### config.mk
export PLATFORM = sky130hd
export DESIGN_NAME = gated_event_counter
export DESIGN_NICKNAME = d
export VERILOG_FILES = /design/src/rtl/gec_pkg.sv /design/src/rtl/gec_cfg_store.sv /design/src/rtl/gec_edge_sync.sv /design/src/rtl/gec_counter.sv /design/src/rtl/gec_watchdog.sv /design/src/rtl/gec_output_ctl.sv /design/src/rtl/gated_event_counter.sv
export SDC_FILE = /design/constraint.sdc
export NUM_CORES = 1
export LEC_CHECK = 0
export ABC_AREA = 0
export BUFFER_PORTS_ARGS = -buffer_cell sky130_fd_sc_hd__buf_2
export CORE_ASPECT_RATIO = 1.5
export CORE_UTILIZATION = 55
export DETAILED_ROUTE_END_ITERATION = 8
export PLACE_DENSITY = 0.82
export SYNTH_ARGS = -nofsm -noshare
export SYNTH_HDL_FRONTEND = slang
export SYNTH_SLANG_ARGS = --single-unit
### constraint.sdc
create_clock -name clk -period 5.5 [get_ports clk]
set_clock_uncertainty 0.1 [all_clocks]
set_input_delay 0.275 -clock clk [delete_from_list [all_inputs] [get_ports clk]]
set_output_delay 0.275 -clock clk [all_outputs]
set_load 0.05 [all_outputs]
### src/rtl/gec_pkg.sv
// Package: shared configuration constants and the decoded mode record.
// Assumes a 16-bit configuration word; undefined bit positions are ignored.
package gec_pkg;
    localparam int CFG_W = 16;
    localparam logic [CFG_W-1:0] CFG_DEFAULT = 16'h0108;

    localparam int B_WDOG_OFF  = 2;
    localparam int B_SET_EDGE  = 3;
    localparam int B_OSET_EN   = 4;
    localparam int B_ORST_EN   = 5;
    localparam int B_CRST_EN   = 6;
    localparam int B_PULSE_EN  = 7;
    localparam int B_INH_HIGH  = 8;
    localparam int B_CLR_PULSE = 10;

    typedef struct packed {
        logic wdog_off;
        logic set_on_edge;
        logic out_set_en;
        logic out_rst_en;
        logic cnt_rst_en;
        logic pulse_en;
        logic inhibit_high;
        logic clr_on_pulse;
    } gec_mode_t;

    function automatic gec_mode_t decode_mode(input logic [CFG_W-1:0] w);
        gec_mode_t m;
        m.wdog_off     = w[B_WDOG_OFF];
        m.set_on_edge  = w[B_SET_EDGE];
        m.out_set_en   = w[B_OSET_EN];
        m.out_rst_en   = w[B_ORST_EN];
        m.cnt_rst_en   = w[B_CRST_EN];
        m.pulse_en     = w[B_PULSE_EN];
        m.inhibit_high = w[B_INH_HIGH];
        m.clr_on_pulse = w[B_CLR_PULSE];
        return m;
    endfunction
endpackage

### src/rtl/gec_cfg_store.sv
// Module: stored (pending) and active configuration words.
// The stored word models non-volatile storage: only factory_n resets it.
// The active word copies the stored word while rst_n is low.
module gec_cfg_store
    import gec_pkg::*;
(
    input  logic             clk,
    input  logic             rst_n,
    input  logic             factory_n,
    input  logic             wr_unlock,
    input  logic             wr_en,
    input  logic [CFG_W-1:0] wr_data,
    output logic [CFG_W-1:0] pend_o,
    output logic [CFG_W-1:0] active_o
);
    logic [CFG_W-1:0] pend_q;
    logic [CFG_W-1:0] active_q;

    // Stored word: accepts a write only while protection is lifted.
    always_ff @(posedge clk) begin
        if (!factory_n)
            pend_q <= CFG_DEFAULT;
        else if (wr_en && wr_unlock)
            pend_q <= wr_data;
    end

    // Active word: takes the stored word during power-on reset only.
    always_ff @(posedge clk) begin
        if (!factory_n)
            active_q <= CFG_DEFAULT;
        else if (!rst_n)
            active_q <= pend_q;
    end

    assign pend_o   = pend_q;
    assign active_o = active_q;

    assert_locked_hold_R1: assert property (@(posedge clk) disable iff (!factory_n)
        !(wr_en && wr_unlock) |=> $stable(pend_q));

    assert_active_frozen_R2: assert property (@(posedge clk) disable iff (!factory_n)
        rst_n |=> $stable(active_q));
endmodule

### src/rtl/gec_edge_sync.sv
// Module: synchroniser chain with rising-edge detection.
// Assumes async_i stays stable for longer than STAGES+1 clock cycles per level.
module gec_edge_sync #(
    parameter int STAGES = 2
) (
    input  logic clk,
    input  logic rst_n,
    input  logic async_i,
    output logic rise_o
);
    logic [STAGES:0] sh_q;

    // Shift the raw input through the synchroniser plus one history flop.
    always_ff @(posedge clk) begin
        if (!rst_n)
            sh_q <= '0;
        else
            sh_q <= {sh_q[STAGES-1:0], async_i};
    end

    assign rise_o = sh_q[STAGES-1] & ~sh_q[STAGES];
endmodule

### src/rtl/gec_counter.sv
// Module: event counter with gate, preset load and counter reset.
// Priority: counter reset, then preset load, then count. The gate is synchronous.
module gec_counter #(
    parameter int COUNT_W = 16
) (
    input  logic               clk,
    input  logic               rst_n,
    input  logic               set_on_edge,
    input  logic               inhibit_high,
    input  logic               cnt_rst_en,
    input  logic               gate,
    input  logic               cnt_rise,
    input  logic               set_cmd,
    input  logic               rst_cmd,
    input  logic [COUNT_W-1:0] preset,
    output logic [COUNT_W-1:0] count_o,
    output logic               cleared_o
);
    logic [COUNT_W-1:0] count_q;
    logic               set_q;
    logic               load;
    logic               gate_open;
    logic               do_rst;

    assign load      = set_on_edge ? (set_cmd & ~set_q) : set_cmd;
    assign gate_open = inhibit_high ? ~gate : gate;
    assign do_rst    = rst_cmd & cnt_rst_en;

    // Counter state and preset-command history.
    always_ff @(posedge clk) begin
        if (!rst_n) begin
            count_q <= '0;
            set_q   <= 1'b0;
        end else begin
            set_q <= set_cmd;
            if (do_rst)
                count_q <= '0;
            else if (load)
                count_q <= preset;
            else if (cnt_rise && gate_open)
                count_q <= count_q + 1'b1;
        end
    end

    assign count_o   = count_q;
    assign cleared_o = do_rst;

    assert_count_step_R3: assert property (@(posedge clk) disable iff (!rst_n)
        (cnt_rise && gate_open && !do_rst && !load) |=> count_q == $past(count_q) + 1'b1);

    assert_gate_block_R3: assert property (@(posedge clk) disable iff (!rst_n)
        (!gate_open && !do_rst && !load) |=> $stable(count_q));

    assert_preset_load_R4: assert property (@(posedge clk) disable iff (!rst_n)
        (load && !do_rst) |=> count_q == $past(preset));

    assert_reset_state_R10: assert property (@(posedge clk)
        !rst_n |=> count_q == '0);
endmodule

### src/rtl/gec_watchdog.sv
// Module: host-activity watchdog; expires after LIMIT cycles without a kick.
// Assumes LIMIT >= 1. The timer saturates until the next kick.
module gec_watchdog #(
    parameter int LIMIT = 5_000_000
) (
    input  logic clk,
    input  logic rst_n,
    input  logic enable,
    input  logic kick,
    output logic expired_o
);
    localparam int TW = $clog2(LIMIT + 1);
    localparam logic [TW-1:0] LIM = TW'(LIMIT);

    logic [TW-1:0] tmr_q;

    // Count idle cycles since the last kick, saturating at the limit.
    always_ff @(posedge clk) begin
        if (!rst_n || kick)
            tmr_q <= '0;
        else if (tmr_q != LIM)
            tmr_q <= tmr_q + 1'b1;
    end

    assign expired_o = enable && (tmr_q == LIM);

    assert_kick_restarts_R8: assert property (@(posedge clk) disable iff (!rst_n)
        kick |=> !expired_o);
endmodule

### src/rtl/gec_output_ctl.sv
// Module: digital output with set/reset commands, pulse timer and clear policy.
// Priority: clear sources, then set, then pulse expiry, then timer step.
module gec_output_ctl #(
    parameter int PULSE_W = 16
) (
    input  logic               clk,
    input  logic               rst_n,
    input  logic               out_set_en,
    input  logic               out_rst_en,
    input  logic               pulse_en,
    input  logic               clr_on_pulse,
    input  logic               set_cmd,
    input  logic               rst_cmd,
    input  logic               cnt_cleared,
    input  logic               wd_expired,
    input  logic [PULSE_W-1:0] pulse_len,
    output logic               dout_o
);
    logic               dout_q;
    logic [PULSE_W-1:0] timer_q;
    logic               set_ok;
    logic               clear_now;
    logic               timed;
    logic               pulse_done;

    assign set_ok     = set_cmd & out_set_en;
    assign timed      = pulse_en & clr_on_pulse;
    assign clear_now  = wd_expired | (rst_cmd & out_rst_en) | (~clr_on_pulse & cnt_cleared);
    assign pulse_done = timed & dout_q & (timer_q <= PULSE_W'(1));

    // Output level and remaining pulse time.
    always_ff @(posedge clk) begin
        if (!rst_n) begin
            dout_q  <= 1'b0;
            timer_q <= '0;
        end else if (clear_now) begin
            dout_q  <= 1'b0;
            timer_q <= '0;
        end else if (set_ok) begin
            dout_q  <= 1'b1;
            timer_q <= pulse_len;
        end else if (pulse_done) begin
            dout_q  <= 1'b0;
            timer_q <= '0;
        end else if (timed && dout_q) begin
            timer_q <= timer_q - 1'b1;
        end
    end

    assign dout_o = dout_q;

    assert_wdog_clear_R8: assert property (@(posedge clk) disable iff (!rst_n)
        wd_expired |=> !dout_q);

    assert_pulse_step_R7: assert property (@(posedge clk) disable iff (!rst_n)
        (timed && dout_q && timer_q > PULSE_W'(1) && !clear_now && !set_ok)
        |=> (dout_q && timer_q == $past(timer_q) - 1'b1));

    assert_cnt_clear_R6: assert property (@(posedge clk) disable iff (!rst_n)
        (cnt_cleared && !clr_on_pulse) |=> !dout_q);

    assert_reset_state_dout_R10: assert property (@(posedge clk)
        !rst_n |=> !dout_q);
endmodule

### src/rtl/gated_event_counter.sv
// Module: top of the configurable gated event counter.
// Behaviour is decoded from the active configuration word only.
module gated_event_counter
    import gec_pkg::*;
#(
    parameter int COUNT_W     = 16,
    parameter int PULSE_W     = 16,
    parameter int WDOG_CYCLES = 5_000_000,
    parameter int SYNC_STAGES = 2
) (
    input  logic               clk,
    input  logic               rst_n,
    input  logic               factory_n,
    input  logic               wr_unlock,
    input  logic               cfg_wr_en,
    input  logic [15:0]        cfg_wr_data,
    output logic [15:0]        cfg_pending,
    output logic [15:0]        cfg_active,
    input  logic               ctrl_set,
    input  logic               ctrl_cnt_rst,
    input  logic               ctrl_out_set,
    input  logic               ctrl_out_rst,
    input  logic               host_kick,
    input  logic [COUNT_W-1:0] preset_val,
    input  logic [PULSE_W-1:0] pulse_len,
    input  logic               gate,
    input  logic               cnt_in,
    output logic [COUNT_W-1:0] count,
    output logic               dout
);
    gec_mode_t mode;
    logic      cnt_rise;
    logic      cleared;
    logic      wd_expired;

    assign mode = decode_mode(cfg_active);

    gec_cfg_store u_cfg (
        .clk      (clk),
        .rst_n    (rst_n),
        .factory_n(factory_n),
        .wr_unlock(wr_unlock),
        .wr_en    (cfg_wr_en),
        .wr_data  (cfg_wr_data),
        .pend_o   (cfg_pending),
        .active_o (cfg_active)
    );

    gec_edge_sync #(.STAGES(SYNC_STAGES)) u_sync (
        .clk    (clk),
        .rst_n  (rst_n),
        .async_i(cnt_in),
        .rise_o (cnt_rise)
    );

    gec_counter #(.COUNT_W(COUNT_W)) u_cnt (
        .clk         (clk),
        .rst_n       (rst_n),
        .set_on_edge (mode.set_on_edge),
        .inhibit_high(mode.inhibit_high),
        .cnt_rst_en  (mode.cnt_rst_en),
        .gate        (gate),
        .cnt_rise    (cnt_rise),
        .set_cmd     (ctrl_set),
        .rst_cmd     (ctrl_cnt_rst),
        .preset      (preset_val),
        .count_o     (count),
        .cleared_o   (cleared)
    );

    gec_watchdog #(.LIMIT(WDOG_CYCLES)) u_wdog (
        .clk      (clk),
        .rst_n    (rst_n),
        .enable   (~mode.wdog_off),
        .kick     (host_kick),
        .expired_o(wd_expired)
    );

    gec_output_ctl #(.PULSE_W(PULSE_W)) u_out (
        .clk         (clk),
        .rst_n       (rst_n),
        .out_set_en  (mode.out_set_en),
        .out_rst_en  (mode.out_rst_en),
        .pulse_en    (mode.pulse_en),
        .clr_on_pulse(mode.clr_on_pulse),
        .set_cmd     (ctrl_out_set),
        .rst_cmd     (ctrl_out_rst),
        .cnt_cleared (cleared),
        .wd_expired  (wd_expired),
        .pulse_len   (pulse_len),
        .dout_o      (dout)
    );
endmodule

[After elaboration in Yosys (flattened, before gate mapping)]
Index checks and enable logic that the tools add are counted.
Cells by class
  multipliers: 0
  magnitude comparators: 1
  reduce and logical (&&, ||, !) cells: 11
  muxes and demuxes: 9
  equal/unequal tests: 2
  add/subtract/negate cells: 3
  bitwise gates (word level): 17
  shift-type cells: 0
  div/mod/pow operators: 0
Operator list (number)
  16-bit 2-to-1 mux: 5
  23-bit by 1-bit adder with 23-bit output, second input constant: 1
  23-bit equality test, second input constant: 1
  23-bit != test, second input constant: 1
  16-bit by 1-bit adder with 16-bit output, second input constant: 1
  16-bit by 1-bit <= comparator with 1-bit output, second input constant: 1
  16-bit by 1-bit subtractor with 16-bit output, second input constant: 1
  1-bit bitwise AND: 9
  1-bit inverter: 6
  1-bit logical AND: 4
  1-bit 2-to-1 mux: 4
  2-bit nonzero test: 2
  2-bit OR reduction: 2
  3-bit nonzero test: 1
  1-bit bitwise OR: 2
  1-bit logical NOT: 1
  1-bit logical OR: 1
Storage, ports and cells
  input bits: 60
  flip-flop bits (word level): 92
  ROM bits: 0
  memories: 0
  word-level logic and storage cells: 51
  bits in writable memories: 0
  latch bits: 0

[Logic depth before layout (Yosys ltp)]
  word-level depth: 5
  gate-level depth with buffers: 8
  depth with buffers taken out: 7

[Hierarchy]
Synthesis repeated with hierarchy kept, for this count alone.
Second synthesis, totals
  cells, all modules: 517
  area, all modules: 4594.4 um^2
Modules (own cells, without submodules)
  gec_cfg_store: seq. area each 640.6 um^2, instances 1, cells an instance 125, area each 1277.5 um^2
  gec_watchdog: seq. area each 460.4 um^2, instances 1, cells an instance 138, area each 1164.9 um^2
  gec_output_ctl: seq. area each 340.3 um^2, instances 1, cells an instance 132, area each 1123.6 um^2
  gec_counter: seq. area each 340.3 um^2, instances 1, cells an instance 114, area each 932.1 um^2
  gec_edge_sync: seq. area each 60.1 um^2, instances 1, cells an instance 7, area each 92.6 um^2
  gated_event_counter: seq. area each 0.0 um^2, instances 1, cells an instance 1, area each 3.8 um^2

[Worst setup path before layout]
No wires, ideal clock.
  path type: reg2reg
  start point: register u_cnt.count_q[3], in the netlist u_cnt.count_o[3]
  end point: register u_cnt.count_q[15], in the netlist u_cnt.count_o[15]
  arrival: 1942 ps
  buffers on the path: 1
  setup slack: 3372 ps
  cell stages (with the launch flop): 7
  cell sequence: dfxtp_1 -> nand3_1 -> or3_1 -> buf_2 -> nor4_1 -> xnor2_1 -> a211oi_1
On the way
  cells in the longest elaborated chain, start to end: 3
Ends and longest elaborated chain
  start, declared: RTL line gec_counter.sv:19  | logic [COUNT_W-1:0] count_q;
  start signal, assigned: RTL line gec_counter.sv:39  | count_q <= preset;
  start signal, assigned: RTL line gec_counter.sv:41  | count_q <= count_q + 1'b1;
  16-bit by 1-bit adder with 16-bit output: RTL line gec_counter.sv:41
  16-bit 2-to-1 mux: RTL line gec_counter.sv:40  | else if (cnt_rise && gate_open)
  16-bit 2-to-1 mux: RTL line gec_counter.sv:38  | else if (load)
Every way passes these cells. The select of a mux whose other input is x is not followed.
A chain may end at the register's enable or synchronous reset.

[Worst setup path after layout]
  start point: register u_out.timer_q[2]
  end point: register u_out.timer_q[13]
On the way
  cells in the longest elaborated chain, start to end: 4
  elaborated cells between the ends (all ways): 7
Ends and longest elaborated chain
  start, declared: RTL line gec_output_ctl.sv:20  | logic [PULSE_W-1:0] timer_q;
  start signal, assigned: RTL line gec_output_ctl.sv:41  | timer_q <= pulse_len;
  start signal, assigned: RTL line gec_output_ctl.sv:46  | timer_q <= timer_q - 1'b1;
  16-bit by 1-bit subtractor with 16-bit output or 16-bit by 1-bit <= comparator with 1-bit output (tied branches): RTL line gec_output_ctl.sv:46, gec_output_ctl.sv:29
  16-bit 2-to-1 mux or 1-bit bitwise AND (tied branches): RTL line gec_output_ctl.sv:45, gec_output_ctl.sv:29
  16-bit 2-to-1 mux: RTL line gec_output_ctl.sv:42  | end else if (pulse_done) begin
  16-bit 2-to-1 mux: RTL line gec_output_ctl.sv:39  | end else if (set_ok) begin
Several ways; a longest one is shown, not always the timed one. The select of a mux whose other input is x is not followed.

==> results.py <==
metrics = {
    "detailed_routing": {
        "num_vias": 3957,
        "drt_drc_violations_left": 0,
        "via_per_inst": 5.60,
        "routed_wirelength_mm": 9.89,
        "detailedRoute.firstIterationViolations": 216,
        "routedWlPerCell_um": 14.0,
        "ant_nets": 0,
        "detail_route.first_pass.iterations": 4,
    },
    "critical_path": {
        "critPathSlowestCell": "or4_1",
        "critical_path_peak_fanout": 10,
        "worstSetupPathType": "reg -> reg",
        "crit_path_max_incr_delay_ps": 530,
        "crit_path_cell_chain": "or4_1 -> nor3_1 -> nand3_1 -> a41oi_1 -> nor2_1",
        "critical_path.endpoint_type": "register",
        "cp.required_ps": 5620,
        "critical_path.startpoint_type": "register",
        "worstPathArrival_ps": 2340,
    },
    "floorplan": {
        "floorplan.die.height_um": 111,
        "rows": 39,
        "ios": 109,
        "initial_utilization": 0.568,
        "dieArea_mm2": 0.00823,
        "dieWidth_um": 74.4,
        "core_area_mm2": 0.00761,
    },
    "synth": {
        "synth_simple_gate_area_share": 0.281,
        "synth_adder_area_share": 0.0145,
        "netlist-cell-type-count": 44,
        "postSynth.asyncResetShare": 0,
        "netlist_instances": 510,
        "post_synth.cell_area_avg_um2": 8.48,
        "synth.ff_latch_count": 92,
        "compound_gate_fraction_of_synth_area": 0.108,
        "synth_enable_flop_cells": 0,
        "synth_top_family_by_area": "simple AND/OR/NAND/NOR gates",
        "synth.yosys.seq_area_share": 0.426,
        "synth_xor_area_frac": 0.0850,
        "post_synth_instance_area_mm2": 0.00433,
        "synth.mux.area_fraction": 0.0393,
        "synthesis.yosys.warnings": 0,
        "yosys_most_used_dff": "dfxtp_1",
        "mappedNetlistNets": 575,
    },
    "timing": {
        "finalSetupViolCount": 0,
        "timing.slew.headroom": 0.313,
        "fin_hold_viols": 0,
        "worst-slew-pin-transition_ps": 1020,
        "fin_crit_sh": 0.404,
        "fin_setup_tns_ps": 0,
        "grt_setup_unrepaired": "false",
        "final_max_slew_viol_count": 0,
        "fmax_mhz": 451,
        "min_period_ps": 2220,
    },
    "placed_design": {
        "place_area_mm2": 0.00485,
        "port_buffers": 108,
        "gp_congestion": 0.868,
        "placed_cells": 691,
        "dp_hpwl_mm": 7.17,
    },
    "global_route": {
        "grt_antenna_before_repair": 0,
        "vias_in_the_first_global_route": 3825,
        "pin_count_of_the_biggest_net_entering_global_routing": 33,
        "globalRoute.totalOverflow": 0,
        "grt_first_pass_wirelength_mm": 16.4,
        "gr-usage-all-layers": 0.254,
    },
    "clocking": {
        "tritoncts": "built",
        "clkLatencyLatePin_ps": 340,
        "ctsHtreeMaxLevel": 3,
        "cts_buffers": 9,
        "post_cts_buffers": 0,
        "post_cts_resized": 0,
        "ctsLongestPathBuffers": 2,
        "clkSlewWorstSetupHoldPaths_ps": 70,
        "cts_hold_buf": 0,
        "numClockSinks": 92,
        "cts_root_buf": "clkbuf_16",
    },
    "power_and_ir_drop": {
        "irDropWorstVdd_mv": 0.236,
        "power.density_cell_area_mw_per_mm2": 293,
        "p_leak_nw": 1.98,
    },
    "layout": {
        "nNetsFinal": 665,
        "finish.instance_area_mm2": 0.00514,
        "final_layout_size_suffix_gt1_frac": 0.215,
        "multi_input_combinational_cell_area_mm2": 0.00229,
        "seqCellArea_mm2": 0.00184,
        "antenna-diode-count": 0,
        "layoutNonFillerInstCount": 707,
        "synthesis_to_finish_area_growth_pct": 18.9,
        "layout.filler_cells": 630,
    },
    "status": {
        "result_of_the_run": "finished clean",
    },
    "job": {
        "drv.max_cap_violation_count": 0,
    },
    "min_path": {
        "hold_path_class": "in -> reg",
    },
}
==> through the flow <==
stage | total power, mW | hold slack (ps) | setup slack (ps) | utilization
floorplan | 0.869 | 299 | 3370 | -
global placement | 0.918 | 339 | 3260 | 0.637
detailed placement | 0.924 | 340 | 3170 | 0.637
CTS | 1.52 | 33.5 | 3300 | 0.676
global route | 1.57 | 47.3 | 3040 | 0.676
finish | 1.51 | 45.4 | 3280 | 0.676
==> registers in the layout, indices dropped and copies added (netlist names) <==
name / flops
u_cfg.active_o: 16
u_cfg.pend_o: 16
u_cnt.count_o: 16
u_cnt.set_q: 1
u_out.dout_o: 1
u_out.timer_q: 16
u_sync.sh_q: 3
u_wdog.tmr_q: 23
==> logic make-up (layout without fill, tap and decap cells) <==
group | Yosys count | after routing
adders and majority gates | 5 | 5
buffers and inverters | 43 | 138
muxes | 17 | 17
AOI/OAI and AO/OA | 68 | 68
and+or+nand+nor | 243 | 243
DFF | 92 | 92
xor gates and xnor gates | 42 | 42
==> final cells by class <==
cell class | count | area share
tap | 102 | 0.0248
clock buffer | 9 | 0.0438
timing repair buffer | 108 | 0.105
multi-input combinational | 375 | 0.444
inverter | 14 | 0.0102
sequential | 92 | 0.358
clock inverter | 7 | 0.0139
==> metal layers <==
| metal | global-route usage | share of wire |
|---|---|---|
| met1 | 0.285 | 0.40 |
| met2 | 0.425 | 0.51 |
| met3 | 0.0502 | 0.054 |
| met4 | 0.157 | 0.041 |
| met5 | 0 | 0 |
==> placed cells by master, fill, tap and decap left out, types with 3 or more instances in the layout <==
master	instances
buf_2	108
dfxtp_1	92
nand2_1	67
nor2_1	49
nand3_1	39
xnor2_1	36
a211oi_1	19
mux2i_1	17
nor3_1	15
a21oi_1	15
a21boi_0	15
inv_1	14
nor2b_1	14
nor4_1	10
nand4_1	9
clkbuf_16	9
and2_1	8
a31oi_1	6
xor2_1	6
or3_1	6
o21ai_0	5
ha_1	5
nand4b_1	4
and3_1	4
nand2b_1	4
nor4_2	3
and4_1	3
==> power by group <==
| group | switching, mW | total (mW) | internal [mW] |
|---|---|---|---|
| sequential | 0.0221 | 0.711 | 0.689 |
| clock | 0.280 | 0.598 | 0.319 |
| combinational | 0.133 | 0.199 | 0.0660 |
==> cells in the mapped netlist (7+ instances only) <==
master	number	share of area
a211oi_1	19	0.033
a21boi_0	15	0.026
a21oi_1	15	0.017
and2_1	8	0.012
buf_4	7	0.012
clkbuf_1	16	0.014
dfxtp_1	92	0.43
inv_1	14	0.012
mux2i_1	17	0.039
nand2_1	67	0.058
nand3_1	39	0.045
nand4_1	9	0.013
nor2_1	49	0.043
nor2b_1	14	0.020
nor3_1	15	0.017
nor4_1	10	0.014
xnor2_1	36	0.073
==> critical path, delay by kind of cell (launching register included) <==
kind,cells,cell delay [ps]
compound gates,1,340
flops,1,370
simple gates,4,1280
==> worst paths after layout <==
check                        start           endpoint  slack, ps  cells after the start
hold reg to reg     u_sync.sh_q[0]     u_sync.sh_q[1]        360                      1
hold / removal      cfg_wr_data[3]    u_cfg.pend_o[3]         50                      3
setup / recovery  u_out.timer_q[2]  u_out.timer_q[13]       3280                      5
setup reg to reg  u_out.timer_q[2]  u_out.timer_q[13]       3280                      5
(Power assumes the default switching activity.)
